===== src/rtl/cfgl_pkg.sv =====
package cfgl_pkg;

    typedef enum logic [3:0] {
        ST_IDLE,
        ST_PROG,
        ST_WAIT_INIT,
        ST_FETCH,
        ST_BIT_LO,
        ST_BIT_HI,
        ST_TAIL_CHK,
        ST_TAIL_HI,
        ST_TAIL_LO
    } cfgl_state_e;

    localparam logic ERR_INIT_TIMEOUT = 1'b0;
    localparam logic ERR_DONE_TIMEOUT = 1'b1;

endpackage


===== src/rtl/cfgl_sync.sv =====
module cfgl_sync #(
    parameter int WIDTH = 2
) (
    input  logic             clk_i,
    input  logic             rst_ni,
    input  logic [WIDTH-1:0] async_i,
    output logic [WIDTH-1:0] sync_o
);
    logic [WIDTH-1:0] meta_q;
    logic [WIDTH-1:0] sync_q;

    always_ff @(posedge clk_i or negedge rst_ni) begin
        if (!rst_ni) begin
            meta_q <= '0;
            sync_q <= '0;
        end else begin
            meta_q <= async_i;
            sync_q <= meta_q;
        end
    end

    assign sync_o = sync_q;
endmodule


===== src/rtl/cfgl_timer.sv =====
module cfgl_timer #(
    parameter int WIDTH = 8
) (
    input  logic             clk_i,
    input  logic             rst_ni,
    input  logic             load_i,
    input  logic [WIDTH-1:0] value_i,
    output logic             zero_o
);
    logic [WIDTH-1:0] cnt_d, cnt_q;

    always_comb begin
        cnt_d = cnt_q;
        if (load_i) begin
            cnt_d = value_i;
        end else if (cnt_q != '0) begin
            cnt_d = cnt_q - WIDTH'(1);
        end
    end

    always_ff @(posedge clk_i or negedge rst_ni) begin
        if (!rst_ni) cnt_q <= '0;
        else         cnt_q <= cnt_d;
    end

    assign zero_o = (cnt_q == '0);
endmodule


===== src/rtl/cfgl_loader.sv =====
module cfgl_loader #(
    parameter int PROG_HOLD   = 64,
    parameter int HALF_PERIOD = 3,
    parameter int INIT_POLLS  = 100000,
    parameter int DONE_POLLS  = 100000,
    parameter int COUNT_W     = 24
) (
    input  logic               clk_i,
    input  logic               rst_ni,
    input  logic               start_i,
    input  logic [COUNT_W-1:0] byte_count_i,
    input  logic               byte_valid_i,
    input  logic [7:0]         byte_data_i,
    input  logic               byte_err_i,
    output logic               byte_ready_o,
    output logic               prog_n_o,
    output logic               cclk_o,
    output logic               cdata_o,
    input  logic               init_n_i,
    input  logic               done_i,
    output logic               busy_o,
    output logic               success_o,
    output logic               error_o,
    output logic               err_kind_o
);
    import cfgl_pkg::*;

    localparam int TMR_MAX  = (PROG_HOLD > HALF_PERIOD) ? PROG_HOLD : HALF_PERIOD;
    localparam int TMR_W    = $clog2(TMR_MAX + 1);
    localparam int POLL_MAX = (INIT_POLLS > DONE_POLLS) ? INIT_POLLS : DONE_POLLS;
    localparam int POLL_W   = $clog2(POLL_MAX + 1);

    localparam logic [TMR_W-1:0]  HOLD_LOAD = TMR_W'(PROG_HOLD - 1);
    localparam logic [TMR_W-1:0]  HALF_LOAD = TMR_W'(HALF_PERIOD - 1);
    localparam logic [POLL_W-1:0] INIT_LAST = POLL_W'(INIT_POLLS - 1);
    localparam logic [POLL_W-1:0] DONE_LIM  = POLL_W'(DONE_POLLS);

    typedef struct packed {
        cfgl_state_e          state;
        logic                 prog_n;
        logic                 cclk;
        logic [7:0]           shreg;
        logic [2:0]           bit_idx;
        logic [COUNT_W-1:0]   remain;
        logic [POLL_W-1:0]    polls;
        logic                 busy;
        logic                 success;
        logic                 error;
        logic                 err_kind;
    } regs_t;

    regs_t            d, q;
    logic             tmr_load;
    logic [TMR_W-1:0] tmr_value;
    logic             tmr_zero;
    logic [1:0]       stat_sync;
    logic             init_rdy;
    logic             done_rdy;

    cfgl_sync #(.WIDTH(2)) u_sync (
        .clk_i   (clk_i),
        .rst_ni  (rst_ni),
        .async_i ({done_i, init_n_i}),
        .sync_o  (stat_sync)
    );
    assign init_rdy = stat_sync[0];
    assign done_rdy = stat_sync[1];

    cfgl_timer #(.WIDTH(TMR_W)) u_timer (
        .clk_i   (clk_i),
        .rst_ni  (rst_ni),
        .load_i  (tmr_load),
        .value_i (tmr_value),
        .zero_o  (tmr_zero)
    );

    always_comb begin
        d         = q;
        d.success = 1'b0;
        d.error   = 1'b0;
        tmr_load  = 1'b0;
        tmr_value = '0;

        unique case (q.state)
            ST_IDLE: begin
                if (start_i) begin
                    d.state   = ST_PROG;
                    d.prog_n  = 1'b0;
                    d.busy    = 1'b1;
                    d.remain  = byte_count_i;
                    tmr_load  = 1'b1;
                    tmr_value = HOLD_LOAD;
                end
            end
            ST_PROG: begin
                if (tmr_zero) begin
                    d.prog_n = 1'b1;
                    d.polls  = '0;
                    d.state  = ST_WAIT_INIT;
                end
            end
            ST_WAIT_INIT: begin
                if (init_rdy) begin
                    d.state = ST_FETCH;
                end else if (q.polls == INIT_LAST) begin
                    d.state    = ST_IDLE;
                    d.busy     = 1'b0;
                    d.error    = 1'b1;
                    d.err_kind = ERR_INIT_TIMEOUT;
                    d.shreg    = '0;
                end else begin
                    d.polls = q.polls + POLL_W'(1);
                end
            end
            ST_FETCH: begin
                if (q.remain == '0) begin
                    d.state = ST_TAIL_CHK;
                    d.polls = '0;
                end else if (byte_valid_i) begin
                    if (byte_err_i) begin
                        d.state = ST_TAIL_CHK;
                        d.polls = '0;
                    end else begin
                        d.shreg   = byte_data_i;
                        d.bit_idx = 3'd7;
                        d.remain  = q.remain - COUNT_W'(1);
                        d.state   = ST_BIT_LO;
                        tmr_load  = 1'b1;
                        tmr_value = HALF_LOAD;
                    end
                end
            end
            ST_BIT_LO: begin
                if (tmr_zero) begin
                    d.cclk    = 1'b1;
                    d.state   = ST_BIT_HI;
                    tmr_load  = 1'b1;
                    tmr_value = HALF_LOAD;
                end
            end
            ST_BIT_HI: begin
                if (tmr_zero) begin
                    d.cclk = 1'b0;
                    if (q.bit_idx == 3'd0) begin
                        d.state = ST_FETCH;
                    end else begin
                        d.bit_idx = q.bit_idx - 3'd1;
                        d.shreg   = {q.shreg[6:0], 1'b0};
                        d.state   = ST_BIT_LO;
                        tmr_load  = 1'b1;
                        tmr_value = HALF_LOAD;
                    end
                end
            end
            ST_TAIL_CHK: begin
                if (done_rdy) begin
                    d.state   = ST_IDLE;
                    d.busy    = 1'b0;
                    d.success = 1'b1;
                    d.shreg   = '0;
                end else if (q.polls == DONE_LIM) begin
                    d.state    = ST_IDLE;
                    d.busy     = 1'b0;
                    d.error    = 1'b1;
                    d.err_kind = ERR_DONE_TIMEOUT;
                    d.shreg    = '0;
                end else begin
                    d.polls   = q.polls + POLL_W'(1);
                    d.cclk    = 1'b1;
                    d.state   = ST_TAIL_HI;
                    tmr_load  = 1'b1;
                    tmr_value = HALF_LOAD;
                end
            end
            ST_TAIL_HI: begin
                if (tmr_zero) begin
                    d.cclk    = 1'b0;
                    d.state   = ST_TAIL_LO;
                    tmr_load  = 1'b1;
                    tmr_value = HALF_LOAD;
                end
            end
            ST_TAIL_LO: begin
                if (tmr_zero) begin
                    d.state = ST_TAIL_CHK;
                end
            end
            default: begin
                d.state  = ST_IDLE;
                d.busy   = 1'b0;
                d.prog_n = 1'b1;
                d.cclk   = 1'b0;
                d.shreg  = '0;
            end
        endcase
    end

    always_ff @(posedge clk_i or negedge rst_ni) begin
        if (!rst_ni) begin
            q          <= '0;
            q.state    <= ST_IDLE;
            q.prog_n   <= 1'b1;
        end else begin
            q <= d;
        end
    end

    assign byte_ready_o = (q.state == ST_FETCH) && (q.remain != '0);
    assign prog_n_o     = q.prog_n;
    assign cclk_o       = q.cclk;
    assign cdata_o      = q.shreg[7];
    assign busy_o       = q.busy;
    assign success_o    = q.success;
    assign error_o      = q.error;
    assign err_kind_o   = q.err_kind;
endmodule


===== config.mk =====
export PLATFORM = sky130hd
export DESIGN_NAME = cfgl_loader
export DESIGN_NICKNAME = d
export VERILOG_FILES = /design/src/rtl/cfgl_pkg.sv /design/src/rtl/cfgl_sync.sv /design/src/rtl/cfgl_timer.sv /design/src/rtl/cfgl_loader.sv
export SDC_FILE = /design/constraint.sdc
export NUM_CORES = 1
export LEC_CHECK = 0
export CAP_MARGIN = 20
export CORE_UTILIZATION = 55
export DETAILED_ROUTE_END_ITERATION = 10
export DONT_BUFFER_PORTS = 1
export PLACE_DENSITY = 0.73
export RECOVER_POWER = 100
export SYNTH_ARGS = -nofsm -noshare
export SYNTH_HDL_FRONTEND = slang
export SYNTH_SLANG_ARGS = --single-unit
export TNS_END_PERCENT = 1

===== constraint.sdc =====
create_clock -name clk_i -period 2.4 [get_ports clk_i]
set_input_delay 0.24 -clock clk_i [delete_from_list [all_inputs] [get_ports clk_i]]
set_output_delay 0.24 -clock clk_i [all_outputs]
set_load 0.005 [all_outputs]

* Word level (Yosys, flattened, before mapping)
Index checks and enable logic that the tools add are counted.
** Storage, ports and cells
- Input bits :: 39
- Register bits after elaboration :: 73
- Bits in read-only memories :: 0
- Bits in latches :: 0
- Memory bits (writable) :: 0
- Output and inout bits :: 8
- Memories :: 0
** Operators by class
- Reductions and logical operators :: 26
- Magnitude comparators :: 0
- Bitwise logic cells :: 4
- Multiply operators :: 0
- $add $sub $neg :: 4
- Shift-type cells :: 0
- Divide/modulo/power cells :: 0
- Equal/unequal tests :: 30
- Multiplexer cells :: 76
** Operator list (number)
- 17-bit two-way mux :: 6
- 35-bit two-way mux :: 2
- 17-bit one-hot mux with 4 select lines :: 1
- 52-bit two-way mux :: 1
- 24-bit one-hot mux with 2 select lines :: 1
- 8-bit one-hot mux with 5 select lines :: 1
- 4-bit two-way mux :: 9
- 4-bit one-hot mux with 9 select lines :: 1
- 7-bit one-hot mux with 5 select lines :: 1
- 17-bit equality test (second input constant) :: 2
- 8-bit two-way mux :: 4
- 2-bit inequality test (second input constant) :: 16
- 2-bit two-way mux :: 13
- 24-bit logical NOT :: 1
- 24-bit two-way mux :: 1
- 24-bit nonzero test :: 1
- 24-bit by 1-bit subtractor with 24-bit output (second input constant) :: 1
- 1-bit two-way mux :: 19
- 18-bit two-way mux :: 1
- 17-bit by 1-bit adder with 17-bit output (second input constant) :: 1
- 4-bit by 3-bit equality test with 1-bit output (second input constant) :: 4
- 8-bit AND reduction :: 2
- 5-bit AND reduction :: 3
- 7-bit two-way mux :: 2
- other kinds (32) :: 46

* Depth between registers and ports, before layout
Gate-level depths: netlist of the first run.
- Depth in word-level cells :: 5
- Gate-level depth with buffers :: 10

* Cells and area by module
From an unflattened synthesis of the first run, not the netlist that was laid out.
** Second synthesis, totals
- Cells, all modules :: 519
- Area total of the unflattened synthesis :: 4538.1 µm²
** Modules (own cells, without submodules)
- cfgl_loader :: instances 1, sequential area each 1552.7 µm², cells an instance 472, area each 4003.8 µm²
- cfgl_timer :: instances 1, sequential area each 175.2 µm², cells an instance 43, area each 434.2 µm²
- cfgl_sync :: instances 1, sequential area each 100.1 µm², cells an instance 4, area each 100.1 µm²

* Worst setup path after synthesis of the first run
OpenSTA, ideal clock, no wires.
- Path kind :: reg-to-reg
- Start :: reg q[30] (netlist name)
- End :: reg q[38] (netlist name)
- Cell stages (with the launch flop) :: 7
- Clock period less this slack :: 2511 ps
- Required time :: 2282 ps
- Arrival time :: 2393 ps
- Setup slack :: -111 ps
- Path through :: dfrtp_1 > or4_4 > or4_4 > or2_1 > a2111oi_2 > o31ai_1 > a21o_1
** Between the ends
- Word-level cells in the longest chain between the ends :: 5
** Ends and longest elaborated chain
- start, declared :: RTL line cfgl_loader.sv:52 : regs_t d, q;
- 24-bit by 1-bit subtractor with 24-bit output :: RTL line cfgl_loader.sv:126 : d.remain = q.remain - COUNT_W'(1);
- 35-bit two-way mux :: RTL line cfgl_loader.sv:120 : if (byte_err_i) begin
- 52-bit two-way mux :: RTL line cfgl_loader.sv:119 : end else if (byte_valid_i) begin
- 35-bit two-way mux :: RTL line cfgl_loader.sv:116 : if (q.remain == '0) begin
- 24-bit one-hot mux with 2 select lines :: RTL line cfgl_loader.sv:84 : unique case (q.state)
Parallel ways exist; a longest one is shown, timed or not. The select of a mux whose other input is x is not followed.
A chain may end at the register's enable or synchronous reset.

* Worst setup path in the final report of the first run
- Start :: reg q[30] (netlist name)
- End :: reg q[5] (netlist name)
** Between the ends
- Word-level cells in the longest chain between the ends :: 3
** Ends and longest elaborated chain (RTL line)
- 24-bit logical NOT (*) :: cfgl_loader.sv:116
- 3-bit inequality test (no source line) or 17-bit two-way mux (tied branches)
- 8-bit AND reduction (no source line) or 17-bit one-hot mux with 4 select lines (tied branches)
Every way passes the cells marked *; elsewhere a longest branch is shown, timed or not.

==> flow_summary_export.csv, run 1 <==
group,metric,value,unit
power_and_ir_drop,swShare,39.4,%
synthesis,synth_compound_area_share,23.4,%
critical_path,cp.arrival,2.81,ns
finish,n_fill_cell,553,
critical_path,slowest_delay,0.53,ns
finish,final_common_cell,"dfrtp_1",
synthesis,synth_edf_count,0,
route,postRouteAntennaNets,0,
power_and_ir_drop,p_leak,0.00226,uW
power_and_ir_drop,ir_worst_vdd,0.000629,V
finish,diodes,0,
timing,setup_viol,30,
floorplanning,dieHeight,90.2,um
timing,finalHoldViolations,0,
critical_path,critPathKind,"register to register",
power_and_ir_drop,pwr-share-comb,45.9,%
route,drt_iter0_drc,426,
critical_path,critPathTopFamily,"simple AND/OR/NAND/NOR gates",
power_and_ir_drop,switching_power,2280,uW
placement,routabilityCongestion,0.934,
timing,rsz0062_at_grt,"true",
synthesis,synthMuxAreaShare,3.04,%
timing,drv_slew,74,
synthesis,synth_xor_area_share,1.02,%
critical_path,cp_data_required_time,2.68,ns
critical_path,crit_buf_inv,0,
finish,num-nets-final,588,
floorplanning,dieWidth,90.2,um
synthesis,yosys.area_share.adder,1.99,%
global_routing,grt_pass1_vias,4150,
power_and_ir_drop,pwr_density_cell,1090,nW/um^2
synthesis,async_reset_ff_share,100,%
synthesis,ys_seq_area_share,42.7,%
clocking,cts_buffers,9,
synthesis,synth_warnings,0,
placement,place_ws,-0.236,ns
synthesis,synth.avg_cell_area,8.94,um^2
floorplanning,die-area,8140,um^2
timing,fin_ws,-0.132,ns
timing,fin_crit_sh,106,%
global_routing,grt_pass1_wl,19.7,mm
global_routing,grt_max_degree,74,
min_path,hold_class,"input pin to register",
synthesis,synth_cell_types,66,
critical_path,critPathMaxFanout,6,
timing,slew_headroom,-22.2,%
timing,skew,0.0121,ns
clocking,root_buffer,"clkbuf_8",
synthesis,synth_fp_nets,524,
timing,fin_crit,2.53,ns
timing,hold_slack,0.0288,ns
critical_path,worstPathCellList,"or4_4 -> or4_4 -> or2_4 -> a211oi_4 -> a21boi_4 -> mux2i_1",
power_and_ir_drop,pwr-share-clk,18.9,%
clocking,insertion_delay,0.36,ns
synthesis,synth-main-ff-cell,"dfrtp_1",
route,detail_route.wl_per_cell,18.4,um
synthesis,yosys.area_share.simple,23.7,%
floorplanning,ios,47,
clocking,cts.sinks,73,
route,drtPass1Iterations,5,
timing,worst_pin_slew,1.83,ns
global_routing,antenna_found_initial,0,
route,wl,11.9,mm
floorplanning,row_count,31,
outcome,violations,"capacitance limit, slew limit, setup timing",
power_and_ir_drop,p_seq_share,35.3,%
floorplanning,core_area,7370,um^2
critical_path,slowest_stage,"or4_4",
power_and_ir_drop,p_int,3500,uW
flow_run,cap_viol_max_count,1,
synthesis,synth_top_family_by_area,"simple AND/OR/NAND/NOR gates",
route,via_per_inst,6.45,
finish,area_delta_synth_final,23.6,%
clocking,cts_buffer_depth,2,
critical_path,worstSetupStartpointType,"register",
clocking,path_clk_slew,0.08,ns
global_routing,grt_use_total,30.0,%
critical_path,end_kind,"register",
synthesis,syn_area,4280,um^2
route,route.vias.total,4176,
timing,max_freq,0.395,GHz
route,drc,0,
synthesis,syn-instance-count,479,
clocking,cts_tree,"done",
placement,place_hpwl,8.08,mm
critical_path,timing.critical_path.mode_cell,"or4_4",
finish,layout-drive-gt1-share,23.4,%
synthesis,synth-seq-cells,73,
finish,final_cell_mix,"dfrtp_1 (72), buf_4 (71), nand2_1 (59)",
placement,port_buffers,0,
global_routing,grt_overflow,0,
floorplanning,start_util,58.1,%
clocking,htree_levels,3,
power_and_ir_drop,p_total,5780,uW
outcome,status,"finished with violations",
-- cells in the mapped netlist (5+ instances only) --
| cell | n | area, um^2 |
|---|---|---|
| a21oi_1 | 33 | 165 |
| a22o_1 | 9 | 78.8 |
| a31oi_1 | 16 | 100 |
| a32o_1 | 5 | 50.1 |
| and3_1 | 8 | 50.1 |
| clkbuf_1 | 21 | 78.8 |
| dfrtp_1 | 72 | 1800 |
| ha_1 | 6 | 75.1 |
| inv_1 | 18 | 67.6 |
| mux2_2 | 5 | 56.3 |
| nand2_1 | 59 | 221 |
| nand2b_1 | 8 | 50.1 |
| nand3_1 | 16 | 80.1 |
| nand4_1 | 7 | 43.8 |
| nor2_1 | 28 | 105 |
| nor3_1 | 18 | 90.1 |
| nor4_1 | 9 | 56.3 |
| o211ai_1 | 9 | 67.6 |
| o21ai_0 | 22 | 110 |
| o22ai_1 | 7 | 43.8 |
| o311ai_0 | 8 | 70.1 |
| o31ai_1 | 6 | 45.0 |
| o41ai_1 | 5 | 43.8 |
| or3_1 | 7 | 43.8 |
| or4_1 | 5 | 37.5 |
-- power groups by stage --
stage	combinational, uW	clock, uW	sequential, uW
6_report	2650	1090	2040
5_1_grt	2900	1150	2080
4_1_cts	2520	1100	2000
3_5_place_dp	2410	0	2020
3_3_place_gp	2330	0	1990
2_1_floorplan	1540	0	1960
-- sequential cells by signal, indices dropped and copies added (netlist names) --
| register | flops |
|---|---|
| u_sync.sync_o | 2 |
| error_o | 1 |
| err_kind_o | 1 |
| cclk_o | 1 |
| u_sync.meta_q | 2 |
| q | 55 |
| success_o | 1 |
| busy_o | 1 |
| prog_n_o | 1 |
| cdata_o | 1 |
| u_timer.cnt_q | 7 |
-- worst reg2reg max path: cells and delay by family (launching register included) --
family           cells  cell delay (ns)
AND/OR/NAND/NOR      3             1.32
AO/OA/AOI/OAI        2             0.53
flip-flops           1             0.38
multiplexers         1             0.22
-- final timing paths --
path	depth (start not counted)	slack (ns)	to	from
max	6	-0.13	q[5]	q[30]
min	2	0.03	q[48]	byte_data_i[0]
max reg2reg	6	-0.13	q[5]	q[30]
min reg2reg	0	0.37	u_sync.sync_o[0]	u_sync.meta_q[0]
max in group asynchronous	2	0.38	q[13]	rst_ni
min in group asynchronous	2	0.91	q[25]	rst_ni
-- cells by family after synthesis --
kind of cell,count (synthesis)
multiplexers,12
buffers and inverters,45
adder cells (fa/ha/maj),7
XOR/XNOR,5
flip-flops,73
AND/OR/NAND/NOR,192
AO/OA/AOI/OAI,145
-- per-layer routing --
metal / global-route usage, % / vias to the layer above / wire length [um]
met1: 38.1 / 2056 / 5120
met3: 6.60 / 21 / 796
met5: 0 / - / 0
met4: 12.6 / 0 / 220
li1: - / 1930 / -
met2: 49.5 / 169 / 5750
-- stage by stage --
stage               utilization (%)  setup TNS [ns]  cells  cell area, um^2
floorplan                         -           -1.48    479             4280
global placement               66.0           -3.00    625             4860
detailed placement             66.0           -4.13    625             4860
CTS                            70.8           -2.56    647             5220
global route                   71.8           -4.63    647             5290
finish                         71.8           -1.45    647             5290
-- final cells by class --
type	count	area (um^2)	area share, %
inverter	18	67.6	1.28
clock buffer	12	145	2.74
multi-input combinational	361	2450	46.3
sequential	73	1830	34.6
timing repair buffer	80	599	11.3
tap	99	124	2.34
clock inverter	4	76.3	1.44
-- repair_timing --
item | in CTS | in global routing
hold endpoints to repair | 75 | 0
pin swaps | 14 | 9
setup endpoints to repair | 33 | 56
gates resized for setup | 16 | 23
buffers inserted | 2 | 0
hold buffers | 4 | 0
Note: power is estimated with default switching activity, not from simulation.
==> run 2, diff against run 1 <==
--- a/config.mk
+++ b/config.mk
@@ -6,10 +6,11 @@
 export NUM_CORES = 1
 export LEC_CHECK = 0
 export CAP_MARGIN = 20
+export CORE_MARGIN = 2
 export CORE_UTILIZATION = 55
 export DETAILED_ROUTE_END_ITERATION = 10
 export DONT_BUFFER_PORTS = 1
-export PLACE_DENSITY = 0.73
+export PLACE_DENSITY = 0.81
 export RECOVER_POWER = 100
 export SYNTH_ARGS = -nofsm -noshare
 export SYNTH_HDL_FRONTEND = slang
==> flow_summary_export.csv, run 2 (same netlist as run 1, synthesis figures left out) <==
group,metric,value,unit
outcome,status,"finished with violations",
outcome,violations,"capacitance limit, slew limit, setup timing",
power_and_ir_drop,pwr_density_cell,1070,nW/um^2
global_routing,grt_use_total,28.4,%
route,wl,11.7,mm
critical_path,cp_data_required_time,2.66,ns
power_and_ir_drop,ir_worst_vdd,0.000692,V
finish,num-nets-final,590,
clocking,cts_tree,"done",
route,drtPass1Iterations,5,
route,route.vias.total,4211,
finish,final_cell_mix,"dfrtp_1 (72), buf_4 (72), nand2_1 (58)",
timing,rsz0062_at_grt,"true",
route,drc,0,
global_routing,antenna_found_initial,0,
floorplanning,die-area,8500,um^2
min_path,whs_path_depth,2,
finish,diodes,0,
power_and_ir_drop,p_total,5620,uW
critical_path,end_kind,"register",
critical_path,critPathKind,"register to register",
clocking,htree_levels,3,
route,via_per_inst,6.47,
critical_path,cp.arrival,2.91,ns
timing,skew,0.0164,ns
clocking,insertion_delay,0.36,ns
global_routing,grt_max_degree,74,
timing,fin_ws,-0.257,ns
timing,max_freq,0.376,GHz
min_path,hold_class,"input pin to register",
clocking,path_clk_slew,0.08,ns
placement,place_hpwl,8.17,mm
timing,slew_headroom,-18.6,%
timing,drv_slew,74,
placement,routabilityCongestion,0.956,
timing,setup_viol,38,
floorplanning,row_count,32,
clocking,cts.sinks,73,
critical_path,reg2reg_depth,8,
global_routing,grt_pass1_wl,19.2,mm
timing,fin_crit,2.66,ns
finish,largest_reg_flops,55,
finish,reg_top3,"q: 55 flops, u_timer.cnt_q: 7 flops",
finish,largest_register,"q",
clocking,root_buffer,"clkbuf_8",
route,drt_iter0_drc,387,
clocking,cts_buffers,9,
finish,layout-drive-gt1-share,23.5,%
timing,finalHoldViolations,0,
route,postRouteAntennaNets,0,
critical_path,critPathMaxFanout,6,
floorplanning,start_util,56.0,%
power_and_ir_drop,switching_power,2240,uW
clocking,cts_buffer_depth,2,
power_and_ir_drop,p_leak,0.00226,uW
global_routing,grt_pass1_vias,4111,
finish,area_delta_synth_final,22.9,%
route,detail_route.wl_per_cell,18.0,um
floorplanning,dieHeight,92.2,um
power_and_ir_drop,pwr-share-clk,17.3,%
timing,fin_crit_sh,111,%
power_and_ir_drop,p_int,3380,uW
global_routing,grt_overflow,0,
critical_path,worstSetupStartpointType,"register",
power_and_ir_drop,p_seq_share,36.0,%
timing,hold_slack,0.0227,ns
floorplanning,dieWidth,92.2,um
floorplanning,ios,47,
finish,n_fill_cell,593,
placement,port_buffers,0,
flow_run,cap_viol_max_count,1,
power_and_ir_drop,swShare,39.9,%
floorplanning,core_area,7650,um^2
power_and_ir_drop,pwr-share-comb,46.7,%
timing,worst_pin_slew,1.78,ns
-- run 2: per-layer routing --
layer	GRT usage (%)	wire [um]
met3	5.42	865
met2	44.9	5520
met1	37.6	4980
met4	13.7	324
met5	0	0
-- run 2: final cells by class --
| class | instances | area, um^2 | area share [%] |
|---|---|---|---|
| Clock buffer | 11 | 141 | 2.69 |
| Clock inverter | 4 | 53.8 | 1.02 |
| Inverter | 18 | 67.6 | 1.28 |
| Multi-Input combinational cell | 361 | 2410 | 45.8 |
| Sequential cell | 73 | 1830 | 34.8 |
| Tap cell | 102 | 128 | 2.43 |
| Timing Repair Buffer | 82 | 632 | 12.0 |
-- run 2: repair_timing --
item                                    in CTS  in global routing
pin swaps                                   11                  8
endpoints found under the setup margin      37                 56
hold buffers                                 5                  0
setup buffers                                0                  1
endpoints found under the hold margin       76                  0
gates resized for setup                      7                 22
-- run 2: worst max-delay path: stages (launching register included) --
cell and delay (ns):
dfrtp_1 0.40, or4_4 0.55, or4_4 0.54, or2_4 0.27
a211oi_4 0.28, buf_4 0.16, buf_6 0.11, nand2_1 0.05
a22o_1 0.20
-- run 2: power groups by stage --
stage,logic (uW),registers (uW),clock network (uW)
floorplan,1540,1960,0
global placement,2310,1990,0
detailed placement,2410,2030,0
CTS,2480,2010,978
global route,2890,2080,1030
finish,2630,2020,972
-- run 2: worst paths after layout --
path                            slack, ns              from                to
worst min register to register       0.35  u_sync.meta_q[1]  u_sync.sync_o[1]
max in group asynchronous            0.43            rst_ni             q[41]
worst min-delay path                 0.02   byte_count_i[2]             q[23]
min in group asynchronous            0.91            rst_ni             q[25]
worst max register to register      -0.26             q[28]             q[13]
worst max-delay path                -0.26             q[28]             q[13]
-- run 2: metrics by stage --
| step | instances | TNS [ns] | area, um^2 | utilization (%) | setup WS (ns) |
|---|---|---|---|---|---|
| 2_1_floorplan | 479 | -1.48 | 4280 | - | -0.109 |
| 3_3_place_gp | 630 | -3.27 | 4880 | 63.9 | -0.195 |
| 3_5_place_dp | 630 | -4.52 | 4880 | 63.9 | -0.252 |
| 4_1_cts | 650 | -4.25 | 5180 | 67.7 | -0.242 |
| 5_1_grt | 651 | -8.19 | 5260 | 68.8 | -0.310 |
| 6_report | 651 | -5.02 | 5260 | 68.8 | -0.257 |
